`config.mk`:
```
export PLATFORM = sky130hd
export DESIGN_NAME = xlat_ctl_regs
export DESIGN_NICKNAME = d
export VERILOG_FILES = /design/src/rtl/xu_regs_pkg.sv /design/src/rtl/xu_mode_ctl.sv /design/src/rtl/xu_fault_log.sv /design/src/rtl/xu_flush_gen.sv /design/src/rtl/xu_cfg_bank.sv /design/src/rtl/xlat_ctl_regs.sv
export SDC_FILE = /design/constraint.sdc
export NUM_CORES = 1
export LEC_CHECK = 0
export BUFFER_PORTS_ARGS = -buffer_cell sky130_fd_sc_hd__buf_4
export CAP_MARGIN = 20
export CORE_MARGIN = 1.5
export CORE_UTILIZATION = 50
export DETAILED_ROUTE_END_ITERATION = 10
export GPL_TIMING_DRIVEN = 0
export MAX_ROUTING_LAYER = met4
export PLACE_DENSITY = 0.73
export SYNTH_ARGS = -nofsm -noshare
export SYNTH_HDL_FRONTEND = slang
export SYNTH_SLANG_ARGS = --single-unit
```
`constraint.sdc`:
```
create_clock -name clk -period 4.2 [get_ports clk]
set_input_delay 0.42 -clock clk [delete_from_list [all_inputs] [get_ports clk]]
set_output_delay 0.42 -clock clk [all_outputs]
set_load 0.01 [all_outputs]
```
`src/rtl/xu_regs_pkg.sv`:
```
package xu_regs_pkg;
  localparam int unsigned XU_DW   = 32;
  localparam int unsigned XU_AW   = 8;
  localparam int unsigned XU_NFLT = 8;
  localparam int unsigned XU_FTW  = $clog2(XU_NFLT);

  typedef enum logic [1:0] {MODE_OFF, MODE_RUN, MODE_HOLD} xu_mode_e;

  localparam logic [XU_DW-1:0] CODE_OFF  = 32'h0;
  localparam logic [XU_DW-1:0] CODE_RUN  = 32'h5;
  localparam logic [XU_DW-1:0] CODE_HOLD = 32'h7;

  localparam logic [XU_AW-1:0] OFS_CTRL    = 8'h00;
  localparam logic [XU_AW-1:0] OFS_CFG     = 8'h04;
  localparam logic [XU_AW-1:0] OFS_STATUS  = 8'h08;
  localparam logic [XU_AW-1:0] OFS_FLALL   = 8'h0C;
  localparam logic [XU_AW-1:0] OFS_FLENT   = 8'h10;
  localparam logic [XU_AW-1:0] OFS_PTBASE  = 8'h14;
  localparam logic [XU_AW-1:0] OFS_INTSTAT = 8'h18;
  localparam logic [XU_AW-1:0] OFS_INTCLR  = 8'h1C;
  localparam logic [XU_AW-1:0] OFS_CAP0    = 8'h24;
  localparam logic [XU_AW-1:0] OFS_VERSION = 8'h34;
  localparam logic [XU_AW-1:0] OFS_SLOT0   = 8'h4C;

  // capture class: capture register offset = OFS_CAP0 + 4*class
  localparam logic [1:0] DST_PAGE = 2'd0;
  localparam logic [1:0] DST_WR   = 2'd1;
  localparam logic [1:0] DST_RD   = 2'd2;
  localparam logic [1:0] DST_BUS  = 2'd3;

  function automatic logic [1:0] fault_dest(input logic [XU_FTW-1:0] t);
    case (t)
      3'd0:                fault_dest = DST_PAGE;
      3'd3:                fault_dest = DST_BUS;
      3'd1, 3'd4, 3'd5:    fault_dest = DST_RD;
      default:             fault_dest = DST_WR;
    endcase
  endfunction

  function automatic logic [XU_DW-1:0] mode_code(input xu_mode_e m);
    case (m)
      MODE_RUN:  mode_code = CODE_RUN;
      MODE_HOLD: mode_code = CODE_HOLD;
      default:   mode_code = CODE_OFF;
    endcase
  endfunction

  function automatic logic [XU_AW-1:0] cap_ofs(input int unsigned k);
    cap_ofs = XU_AW'(32'(OFS_CAP0) + 4 * k);
  endfunction

  function automatic logic [XU_AW-1:0] slot_ofs(input int unsigned k);
    slot_ofs = XU_AW'(32'(OFS_SLOT0) + 4 * k);
  endfunction
endpackage

```
`src/rtl/xu_mode_ctl.sv`:
```
module xu_mode_ctl
  import xu_regs_pkg::*;
(
  input  logic             clk,
  input  logic             rst_n,
  input  logic             ctrl_wr_i,
  input  logic [XU_DW-1:0] ctrl_wdata_i,
  input  logic             fault_evt_i,
  input  logic             idle_i,
  output xu_mode_e         mode_o,
  output logic             drained_o
);
  xu_mode_e mode_q;
  logic     code_ok;
  logic     fault_hold;

  assign code_ok    = (ctrl_wdata_i == CODE_OFF) || (ctrl_wdata_i == CODE_RUN) ||
                      (ctrl_wdata_i == CODE_HOLD);
  assign fault_hold = fault_evt_i && (mode_q != MODE_OFF);

  always_ff @(posedge clk) begin
    if (!rst_n) begin
      mode_q <= MODE_OFF;
    end else if (fault_hold) begin
      mode_q <= MODE_HOLD;
    end else if (ctrl_wr_i && code_ok) begin
      case (ctrl_wdata_i)
        CODE_RUN:  mode_q <= MODE_RUN;
        CODE_HOLD: mode_q <= MODE_HOLD;
        default:   mode_q <= MODE_OFF;
      endcase
    end
  end

  assign mode_o    = mode_q;
  assign drained_o = (mode_q == MODE_HOLD) && idle_i;

  assert_fault_holds_R6: assert property (@(posedge clk) disable iff (!rst_n)
    (fault_evt_i && mode_q != MODE_OFF) |=> (mode_q == MODE_HOLD));
  assert_off_fault_stays_R6: assert property (@(posedge clk) disable iff (!rst_n)
    (fault_evt_i && mode_q == MODE_OFF && !ctrl_wr_i) |=> (mode_q == MODE_OFF));
  assert_run_code_R2: assert property (@(posedge clk) disable iff (!rst_n)
    (ctrl_wr_i && ctrl_wdata_i == CODE_RUN && !fault_evt_i) |=> (mode_q == MODE_RUN));
  assert_bad_code_kept_R2: assert property (@(posedge clk) disable iff (!rst_n)
    (ctrl_wr_i && !code_ok && !fault_evt_i) |=> $stable(mode_q));
endmodule

```
`src/rtl/xu_fault_log.sv`:
```
module xu_fault_log
  import xu_regs_pkg::*;
#(
  parameter int unsigned NUM_FLT = XU_NFLT
) (
  input  logic                    clk,
  input  logic                    rst_n,
  input  logic                    flt_valid_i,
  input  logic [XU_FTW-1:0]       flt_type_i,
  input  logic [XU_DW-1:0]        flt_addr_i,
  input  logic                    clr_wr_i,
  input  logic [NUM_FLT-1:0]      clr_bits_i,
  output logic [NUM_FLT-1:0]      status_o,
  output logic [3:0][XU_DW-1:0]   cap_o,
  output logic                    irq_o
);
  logic [NUM_FLT-1:0]    status_q;
  logic [3:0][XU_DW-1:0] cap_q;
  logic [NUM_FLT-1:0]    set_mask;
  logic [NUM_FLT-1:0]    clr_mask;
  logic [1:0]            dest;

  assign set_mask = flt_valid_i ? (NUM_FLT'(1) << flt_type_i) : '0;
  assign clr_mask = clr_wr_i ? clr_bits_i : '0;
  assign dest     = fault_dest(flt_type_i);

  always_ff @(posedge clk) begin
    if (!rst_n) begin
      status_q <= '0;
      cap_q    <= '0;
    end else begin
      status_q <= (status_q & ~clr_mask) | set_mask;
      if (flt_valid_i) cap_q[dest] <= flt_addr_i;
    end
  end

  assign status_o = status_q;
  assign cap_o    = cap_q;
  assign irq_o    = |status_q;

  assert_set_sticks_R4: assert property (@(posedge clk) disable iff (!rst_n)
    flt_valid_i |=> ((status_q & $past(set_mask)) == $past(set_mask)));
  assert_w1c_R7: assert property (@(posedge clk) disable iff (!rst_n)
    clr_wr_i |=> ((status_q & $past(clr_mask & ~set_mask)) == '0));
  assert_capture_R5: assert property (@(posedge clk) disable iff (!rst_n)
    flt_valid_i |=> (cap_q[$past(dest)] == $past(flt_addr_i)));
  assert_irq_source_R8: assert property (@(posedge clk) disable iff (!rst_n)
    $rose(irq_o) |-> $past(flt_valid_i));
endmodule

```
`src/rtl/xu_flush_gen.sv`:
```
module xu_flush_gen #(
  parameter int unsigned DW         = 32,
  parameter int unsigned PAGE_SHIFT = 12,
  localparam int unsigned PW        = DW - PAGE_SHIFT
) (
  input  logic          clk,
  input  logic          rst_n,
  input  logic          all_cmd_i,
  input  logic          ent_cmd_i,
  input  logic [PW-1:0] ent_page_i,
  output logic          all_pulse_o,
  output logic          ent_pulse_o,
  output logic [PW-1:0] ent_page_o
);
  always_ff @(posedge clk) begin
    if (!rst_n) begin
      all_pulse_o <= 1'b0;
      ent_pulse_o <= 1'b0;
      ent_page_o  <= '0;
    end else begin
      all_pulse_o <= all_cmd_i;
      ent_pulse_o <= ent_cmd_i;
      if (ent_cmd_i) ent_page_o <= ent_page_i;
    end
  end

  assert_all_pulse_src_R9: assert property (@(posedge clk) disable iff (!rst_n)
    all_pulse_o |-> $past(all_cmd_i));
  assert_ent_page_R9: assert property (@(posedge clk) disable iff (!rst_n)
    ent_cmd_i |=> (ent_pulse_o && ent_page_o == $past(ent_page_i)));
endmodule

```
`src/rtl/xu_cfg_bank.sv`:
```
module xu_cfg_bank
  import xu_regs_pkg::*;
#(
  parameter int unsigned NUM_PF_WIN = 2,
  localparam int unsigned NSLOT     = 2 * NUM_PF_WIN
) (
  input  logic                   clk,
  input  logic                   rst_n,
  input  logic                   wr_en_i,
  input  logic [XU_AW-1:0]       wr_addr_i,
  input  logic [XU_DW-1:0]       wdata_i,
  output logic [XU_DW-1:0]       cfg_o,
  output logic [XU_DW-1:0]       ptbase_o,
  output logic [NSLOT*XU_DW-1:0] slots_o
);
  logic [XU_DW-1:0] cfg_q;
  logic [XU_DW-1:0] ptbase_q;
  logic [XU_DW-1:0] slot_q [NSLOT];

  always_ff @(posedge clk) begin
    if (!rst_n) begin
      cfg_q    <= '0;
      ptbase_q <= '0;
    end else if (wr_en_i) begin
      if (wr_addr_i == OFS_CFG)    cfg_q    <= wdata_i;
      if (wr_addr_i == OFS_PTBASE) ptbase_q <= wdata_i;
    end
  end

  for (genvar g = 0; g < NSLOT; g++) begin : g_slot
    always_ff @(posedge clk) begin
      if (!rst_n)                                       slot_q[g] <= '0;
      else if (wr_en_i && wr_addr_i == slot_ofs(g))     slot_q[g] <= wdata_i;
    end
    assign slots_o[g*XU_DW +: XU_DW] = slot_q[g];
  end

  assign cfg_o    = cfg_q;
  assign ptbase_o = ptbase_q;

  assert_ptbase_write_R10: assert property (@(posedge clk) disable iff (!rst_n)
    (wr_en_i && wr_addr_i == OFS_PTBASE) |=> (ptbase_q == $past(wdata_i)));
endmodule

```
`src/rtl/xlat_ctl_regs.sv`:
```
module xlat_ctl_regs
  import xu_regs_pkg::*;
#(
  parameter int unsigned NUM_PF_WIN = 2,
  parameter int unsigned PAGE_SHIFT = 12,
  parameter int unsigned VER_MAJOR  = 3,
  localparam int unsigned NSLOT     = 2 * NUM_PF_WIN,
  localparam int unsigned PW        = XU_DW - PAGE_SHIFT
) (
  input  logic                   clk,
  input  logic                   rst_n,
  input  logic                   bus_sel_i,
  input  logic                   bus_wr_i,
  input  logic [XU_AW-1:0]       bus_addr_i,
  input  logic [XU_DW-1:0]       bus_wdata_i,
  output logic [XU_DW-1:0]       bus_rdata_o,
  input  logic                   xl_idle_i,
  input  logic                   flt_valid_i,
  input  logic [XU_FTW-1:0]      flt_type_i,
  input  logic [XU_DW-1:0]       flt_addr_i,
  output logic                   xl_enable_o,
  output logic                   xl_hold_o,
  output logic [XU_DW-1:0]       pt_base_o,
  output logic [XU_DW-1:0]       cfg_o,
  output logic [NSLOT*XU_DW-1:0] pf_win_o,
  output logic                   flush_all_o,
  output logic                   flush_entry_o,
  output logic [PW-1:0]          flush_page_o,
  output logic                   irq_o
);
  logic                  wr_en, rd_en;
  logic                  ctrl_wr, clr_wr, all_cmd, ent_cmd;
  xu_mode_e              mode;
  logic                  drained;
  logic [XU_NFLT-1:0]    int_status;
  logic [3:0][XU_DW-1:0] cap;
  logic [XU_DW-1:0]      rd_val;

  assign wr_en   = bus_sel_i && bus_wr_i;
  assign rd_en   = bus_sel_i && !bus_wr_i;
  assign ctrl_wr = wr_en && (bus_addr_i == OFS_CTRL);
  assign clr_wr  = wr_en && (bus_addr_i == OFS_INTCLR);
  assign all_cmd = wr_en && (bus_addr_i == OFS_FLALL) && bus_wdata_i[0];
  assign ent_cmd = wr_en && (bus_addr_i == OFS_FLENT) && bus_wdata_i[0];

  xu_mode_ctl u_mode (
    .clk(clk), .rst_n(rst_n),
    .ctrl_wr_i(ctrl_wr), .ctrl_wdata_i(bus_wdata_i),
    .fault_evt_i(flt_valid_i), .idle_i(xl_idle_i),
    .mode_o(mode), .drained_o(drained)
  );

  xu_fault_log #(.NUM_FLT(XU_NFLT)) u_flt (
    .clk(clk), .rst_n(rst_n),
    .flt_valid_i(flt_valid_i), .flt_type_i(flt_type_i), .flt_addr_i(flt_addr_i),
    .clr_wr_i(clr_wr), .clr_bits_i(bus_wdata_i[XU_NFLT-1:0]),
    .status_o(int_status), .cap_o(cap), .irq_o(irq_o)
  );

  xu_flush_gen #(.DW(XU_DW), .PAGE_SHIFT(PAGE_SHIFT)) u_flush (
    .clk(clk), .rst_n(rst_n),
    .all_cmd_i(all_cmd), .ent_cmd_i(ent_cmd),
    .ent_page_i(bus_wdata_i[XU_DW-1:PAGE_SHIFT]),
    .all_pulse_o(flush_all_o), .ent_pulse_o(flush_entry_o), .ent_page_o(flush_page_o)
  );

  xu_cfg_bank #(.NUM_PF_WIN(NUM_PF_WIN)) u_cfg (
    .clk(clk), .rst_n(rst_n),
    .wr_en_i(wr_en), .wr_addr_i(bus_addr_i), .wdata_i(bus_wdata_i),
    .cfg_o(cfg_o), .ptbase_o(pt_base_o), .slots_o(pf_win_o)
  );

  assign xl_enable_o = (mode != MODE_OFF);
  assign xl_hold_o   = (mode == MODE_HOLD);

  always_comb begin
    rd_val = '0;
    case (bus_addr_i)
      OFS_CTRL:    rd_val = mode_code(mode);
      OFS_CFG:     rd_val = cfg_o;
      OFS_STATUS:  rd_val = {{(XU_DW-1){1'b0}}, drained};
      OFS_PTBASE:  rd_val = pt_base_o;
      OFS_INTSTAT: rd_val = XU_DW'(int_status);
      OFS_VERSION: rd_val = {4'(VER_MAJOR), {(XU_DW-4){1'b0}}};
      default:     rd_val = '0;
    endcase
    for (int k = 0; k < 4; k++)
      if (bus_addr_i == cap_ofs(k)) rd_val = cap[k];
    for (int k = 0; k < NSLOT; k++)
      if (bus_addr_i == slot_ofs(k)) rd_val = pf_win_o[k*XU_DW +: XU_DW];
    bus_rdata_o = rd_en ? rd_val : '0;
  end

  assert_drained_needs_hold_R3: assert property (@(posedge clk) disable iff (!rst_n)
    (rd_en && bus_addr_i == OFS_STATUS && bus_rdata_o[0]) |-> (xl_hold_o && xl_idle_i));
  assert_idle_bus_quiet_R12: assert property (@(posedge clk) disable iff (!rst_n)
    !rd_en |-> (bus_rdata_o == '0));
endmodule

```
==> out/summary.txt, run 1 <==
most frequent cell after synthesis = nand2_1
cell area after layout = 20400 sq um
share of cells above drive strength 1 = 0.196
Die Wd = 183 um
RSZ-0062 raised after global routing = no
vias in the first global route = 15415
Main synth FF type = dfxtp_1
reg2reg start = u_mode.mode_o[0]
area share of the largest cell type after synthesis = 0.278
status = complete, no violations
main area contributors after synthesis = dfxtp_1, edfxtp_1, nand2_1, a21oi_1, and3_1
initial DRC count = 2406
largest stage delay on the critical path = 0.77 ns
H-tree depth = 2
row count = 65
largest family of logic cells by synthesized area = simple AND/OR/NAND/NOR gates
Tcrit/Tclk final = 0.979
cell area power density = 380 nW/um^2
pin count of the biggest net entering global routing = 28
Core Footprint = 31600 sq um
YS warnings = 0
syn_area_per_cell = 8.70 sq um
Final #Nets = 2304
Post-Syn Nets = 1936
DP Worst Slack = 0.0911 ns
DP Area = 19200 sq um
Post-Synth Adder-Cell Area = 0.00155
synthesized area = 16100 sq um
Num CTS Buffers = 38
die area = 33300 sq um
compound-cell area share of the yosys netlist = 0.196
worst path required time = 3.78 ns
max-slew violations = 0
Bufs on Longest Clock Path = 3
routability cong. = 1.03
worst-path cell chain = clkbuf_1 -> nand2b_1 -> nor2_1 -> clkbuf_1 -> a22oi_1 -> o221ai_1 -> nor3b_1 -> buf_4
worst slew pin tran = 1.15 ns
clk slew on worst S/H paths = 0.06 ns
CP top delay family = simple AND/OR/NAND/NOR gates
Netlist cell types = 62
Detailed Routing Iterations Pass 1 = 7
maxcap violations = 0
Tot GR Track Use = 0.423
Layout fillers = 2751
Vias = 16582
CP Max Fanout = 10
Slew headroom = 0.227
fmax = 0.243 GHz
post-synthesis sequential area ratio = 0.517
IR drop worst, VDD = 0.000295 V
IO buf count = 322
Remaining Overflow, GRT = 0
Residual DRC = 0
crit path launch type = input pin
drt via density = 6.25
Synth Instances = 1853
Wirelength per Cell = 26.3 um
simple-gate area share of the yosys netlist = 0.209
largest area contributor in the netlist = dfxtp_1
area growth from synthesis to layout = 26.7%
clock sink total = 352
antenna violations before repair = 2
first-pass GRT wire length = 101 mm
critical hold path startpoint = flt_addr_i[11]
Final setup viols = 0
Yosys reg bits = 352
minimum clock period = 4.11 ns
LEAKAGE = 7.95 nW
worst setup path class = input pin to output pin
TritonCTS clock tree = done
Critical Path End Type = output pin
ANT nets after route = 0
worst hold-check path type = input pin to flip-flop
WP buf/inv = 3
io pins = 330
Post-CTS Setup Bufs = 0
Clock Skew = 0.00315 ns
ys async rst share = 0
Slowest-stage cell, CP = nor2_1
most frequent CP cell = clkbuf_1
worst setup margin = 0.0879 ns
Root Buffer = clkbuf_16
Initial Utilization = 0.509
Post-synth EDFFs = 128
Total Routed Length = 69.8 mm
Crit. Startpoint = bus_addr_i[6]
XOR/XNOR Fraction of Synth Area = 0
post-synthesis mux area share = 0.0325
DP HPWL = 53.9 mm
Final Hold Fails = 0
total chip power = 7.76 mW
chip height = 183 um
Finished Core Util = 0.645
crit path DAT = 3.69 ns
worst skew pair latency = 0.53 ns
Synth top cells by count = nand2_1, a21oi_1, dfxtp_1
-- repair_timing --
action	CTS	global route
resized for setup	0	3
hold buffers	0	0
setup endpoints to repair	0	2
-- where the power goes --
group / leakage [nW] / internal (mW) / switching (mW)
clock network: 0.597 / 1.94 / 1.42
logic: 4.33 / 0.227 / 0.444
registers: 3.03 / 3.64 / 0.0924
-- sequential cells by signal, summed over array words and instances, names as in the netlist --
register,cells
u_flush.ent_pulse_o,1
u_mode.mode_o,2
u_cfg.slot_q,128
u_flush.all_pulse_o,1
u_cfg.ptbase_o,32
u_flt.cap_o,128
u_flush.ent_page_o,20
u_flt.status_o,8
u_cfg.cfg_o,32
-- area by class of cell --
| type | count | area (sq um) | share of cell area |
|---|---|---|---|
| plain buffers | 155 | 612 | 0.0300 |
| inverters | 30 | 113 | 0.00552 |
| flip-flops and latches | 352 | 8330 | 0.408 |
| clock buffers | 52 | 1050 | 0.0514 |
| repair buffers | 328 | 2530 | 0.124 |
| multi-input cells | 1316 | 7110 | 0.348 |
| clock inverters | 16 | 159 | 0.00779 |
| well taps | 402 | 503 | 0.0246 |
| diodes | 2 | 5.00 | 0.000245 |
-- layer usage --
| metal | vias to the layer above | wire length, um | GRT usage |
|---|---|---|---|
| met5 | - | 0 | - |
| met1 | 7851 | 27200 | 0.552 |
| met2 | 1214 | 31300 | 0.647 |
| met3 | 185 | 8410 | 0.0910 |
| li1 | 7332 | - | - |
| met4 | 0 | 2930 | 0.157 |
-- per-stage QoR --
step           hold WS [ns]  std cells  TNS [ns]
6_report              0.167       2653         0
5_1_grt               0.167       2653         0
4_1_cts               0.160       2651         0
3_5_place_dp          0.449       2583         0
3_3_place_gp          0.442       2577   -121.57
2_1_floorplan         0.432       1853         0
-- final timing paths --
| path | to | slack (ns) | cells after the start |
|---|---|---|---|
| hold / removal | u_flt.cap_o[75] | 0.17 | 3 |
| hold reg to reg | u_flt.cap_o[19] | 0.46 | 2 |
| setup reg to reg | u_mode.mode_o[0] | 3.04 | 5 |
| setup / recovery | bus_rdata_o[27] | 0.09 | 8 |
-- layout by cell type, fill, tap and decap left out, types with 4 or more instances in the layout --
master,instances
a22oi_1,49
a22o_1,8
a32o_1,5
and3_2,4
inv_1,29
clkinv_2,9
o22ai_1,33
nor3b_1,18
buf_4,325
nor2_1,61
o21ai_4,4
buf_2,13
clkbuf_16,39
and3_1,120
a21oi_1,245
nand4_1,4
o21ai_0,106
nand2b_1,7
nand3_1,17
edfxtp_1,128
o211ai_1,9
a211oi_1,8
a21o_1,24
o221ai_1,19
a221oi_1,5
nor4_1,9
nor2b_1,11
clkbuf_1,146
a31oi_1,5
nand2_1,443
dfxtp_1,224
nor3_1,15
mux2i_1,23
mux2_2,26
-- cell families after synthesis --
| logic type | after synthesis |
|---|---|
| and+or+nand+nor | 730 |
| AOI/OAI and AO/OA | 535 |
| DFF | 352 |
| buffers and inverters | 185 |
| muxes | 49 |
| adders and majority gates | 2 |
-- worst min-delay path, cell delays in order --
cell and delay, ns:
buf_4 0.13, nand2_1 0.05, a21oi_1 0.05
(Power assumes the default switching activity.)
==> run 2, diff against run 1 <==
Settings changed: PLACE_DENSITY 0.73 to 0.72, SKIP_CTS_REPAIR_TIMING set to 1, SYNTH_HIERARCHICAL set to 1.
==> run 2 against run 1 <==
Compared with the run above:
- worst hold slack better by 0.033 ns
- final area is 5.4% higher
- total power is 1.8% higher
- wire length is 0.72% lower
- worst setup slack better by 0.53 ns
- register-to-register slack worse by 0.15 ns
- critical endpoint is now bus_rdata_o[28]
- largest power group unchanged
- flip-flop and latch count stayed put
==> out/summary.txt, run 2 <==
status = complete, no violations
Net Sw Frac = 0.251 (-0.00131)
Main synth FF type = dfxtp_1
row count = 67 (+3.1%)
worst skew pair latency = 0.54 ns (about the same)
crit path launch type = input pin
Slew headroom = 0.267 (+0.0400)
crit path DAT = 3.16 ns (-0.53 ns)
DP HPWL = 53.6 mm (-0.52%)
fmax = 0.279 GHz (+15%)
H-tree depth = 2 (unchanged)
ys async rst share = 0 (unchanged)
area growth from synthesis to layout = 26.3%
Wirelength per Cell = 27.3 um (+3.7%)
Total Routed Length = 69.3 mm (-0.72%)
most common cell after layout, fill and taps aside = buf_4
Core Footprint = 33500 sq um (+6.0%)
clock sink total = 352 (unchanged)
worst hold-check path type = input pin to flip-flop
Final #Nets = 2145 (-6.9%)
Comb power frac = 0.091 (+0.004)
WHS = 0.201 ns (+0.0331 ns)
Clock Skew = 0.000451 ns (-0.00270 ns)
synthesized area = 17000 sq um (+5.7%)
vias in the first global route = 14895 (-3.4%)
IR drop worst, VDD = 0.000315 V (+6.8%)
FF+latch area = 8330 sq um (unchanged)
antenna violations before repair = 1 (-1)
Residual DRC = 0 (unchanged)
first-pass GRT wire length = 99.0 mm (-1.9%)
Multi-input gate area = 7860 sq um (+11%)
routability cong. = 1.03 (+0.86%)
hold depth = 3 (unchanged)
Flop pwr share = 0.475 (-0.006)
most frequent cell after synthesis = nand2_1
largest area contributor in the netlist = dfxtp_1
worst reg2reg path depth = 4 (-1)
worst setup path class = input pin to output pin
post-synthesis sequential area ratio = 0.489 (-0.0281)
LEAKAGE = 8.26 nW (+3.9%)
Final setup viols = 0 (unchanged)
Netlist cell types = 77 (+24%)
total chip power = 7.90 mW (+1.8%)
critical hold path startpoint = flt_type_i[0]
drt via density = 6.20 (-0.74%)
commonest cells after routing, fill and taps aside = buf_4, nand2_1, dfxtp_1, mux2i_1, edfxtp_1
Bufs on Longest Clock Path = 3 (unchanged)
Die Wd = 188 um (+2.8%)
Detailed Routing Iterations Pass 1 = 6 (-1)
Clk network pwr share = 0.435 (+0.002)
Num CTS Buffers = 39 (+2.6%)
io pins = 330 (unchanged)
IO buf count = 328 (+1.9%)
chip height = 188 um (+2.8%)
Final Non-Filler Cells = 2541 (-4.2%)
Remaining Overflow, GRT = 0 (unchanged)
syn_area_per_cell = 10.1 sq um (+16%)
Critical Path End Type = output pin
dpl cells = 2468 (-4.5%)
Layout fillers = 2827 (+2.8%)
Initial Utilization = 0.508 (-0.00118)
Final Hold Fails = 0 (unchanged)
CP Max Fanout = 10 (unchanged)
worst path required time = 3.78 ns (about the same)
share of cells above drive strength 1 = 0.262 (+0.0659)
Synth top cells by count = nand2_1, dfxtp_1, mux2i_1
main area contributors after synthesis = dfxtp_1, edfxtp_1, mux2i_1, nand2_1, and2_1
Synth Instances = 1686 (-9.0%)
Yosys reg bits = 352 (unchanged)
clk slew on worst S/H paths = 0.06 ns (about the same)
initial DRC count = 2071 (-14%)
cell area power density = 367 nW/um^2 (-3.4%)
Internal Dissipation = 5.92 mW (+2.0%)
Tcrit/Tclk final = 0.852 (-0.127)
Crit. Startpoint = bus_addr_i[3]
maxcap violations = 0 (unchanged)
pin count of the biggest net entering global routing = 23 (-18%)
ANT nets after route = 0 (unchanged)
die area = 35200 sq um (+5.6%)
TritonCTS clock tree = done
max-slew violations = 0 (unchanged)
Post-synth EDFFs = 128 (unchanged)
Sw Pwr = 1.99 mW (+1.3%)
minimum clock period = 3.58 ns (-0.533 ns)
YS warnings = 6 (+6)
worst slew pin tran = 1.09 ns (-0.0641 ns)
RSZ-0062 raised after global routing = no
reg2reg start = u_mode/mode_o[1]
Vias = 15764 (-4.9%)
Tot GR Track Use = 0.391 (-0.0316)
Root Buffer = clkbuf_16
area share of the largest cell type after synthesis = 0.263 (-0.0151)
Post-Syn Nets = 1770 (-8.6%)
run 2: power by group through the flow:
| stage | combinational [mW] | clock [mW] | sequential [mW] |
|---|---|---|---|
| floorplan | 0.302 | 0 | 3.80 |
| global placement | 0.670 | 0 | 3.83 |
| detailed placement | 0.698 | 0 | 3.82 |
| CTS | 0.700 | 3.44 | 3.75 |
| global route | 0.748 | 3.58 | 3.76 |
| finish | 0.715 | 3.44 | 3.75 |
run 2: routing by layer:
layer / vias up / global-route usage / routed length (um)
met5: - / - / 0
met4: 0 / 0.124 / 2470
met3: 138 / 0.0756 / 7500
met2: 1030 / 0.596 / 31200
met1: 7678 / 0.526 / 28100
li1: 6918 / - / -
run 2: final cells by class:
cell class,instances,share of cell area
tap,448,0.0260
multi-input combinational,1169,0.365
antenna,1,0.000116
buffer,148,0.0387
clock buffer,56,0.0545
inverter,17,0.00297
sequential,352,0.387
timing repair buffer,334,0.119
clock inverter,16,0.00576
run 2: path summary, 6_finish.rpt:
check,to,slack [ns]
setup reg to reg,u_mode/mode_o[1],2.89
hold / removal,u_flt/status_o[7],0.20
setup / recovery,bus_rdata_o[28],0.62
hold reg to reg,u_flt/cap_o[36],0.46
run 2: logic make-up after synthesis:
logic type,after synthesis,share of synthesized area
compound gates,335,0.145
buf+inv,165,0.0527
fa+ha+maj,3,0.00220
simple gates,630,0.193
flops,352,0.489
mux,201,0.119
run 2: per-stage QoR:
step                      setup WS (ns)  area (sq um)  TNS, ns  utilization
final                             0.621         21500        0        0.642
after global placement            -2.10         20100  -228.66        0.598
after floorplan                 -0.0709         17000    -4.54            -
after global routing              0.529         21500        0        0.642
after detailed placement          0.780         20200        0        0.603
after CTS                         0.756         21500        0        0.642
run 2: worst max-delay path, cell delays in order:
cell,delay [ns]
buf_4,0.13
buf_6,0.14
buf_4,0.18
nor2b_1,0.57
clkbuf_1,0.55
nand2_1,0.24
o21ai_0,0.24
a221oi_1,0.15
o22ai_1,0.33
buf_4,0.20
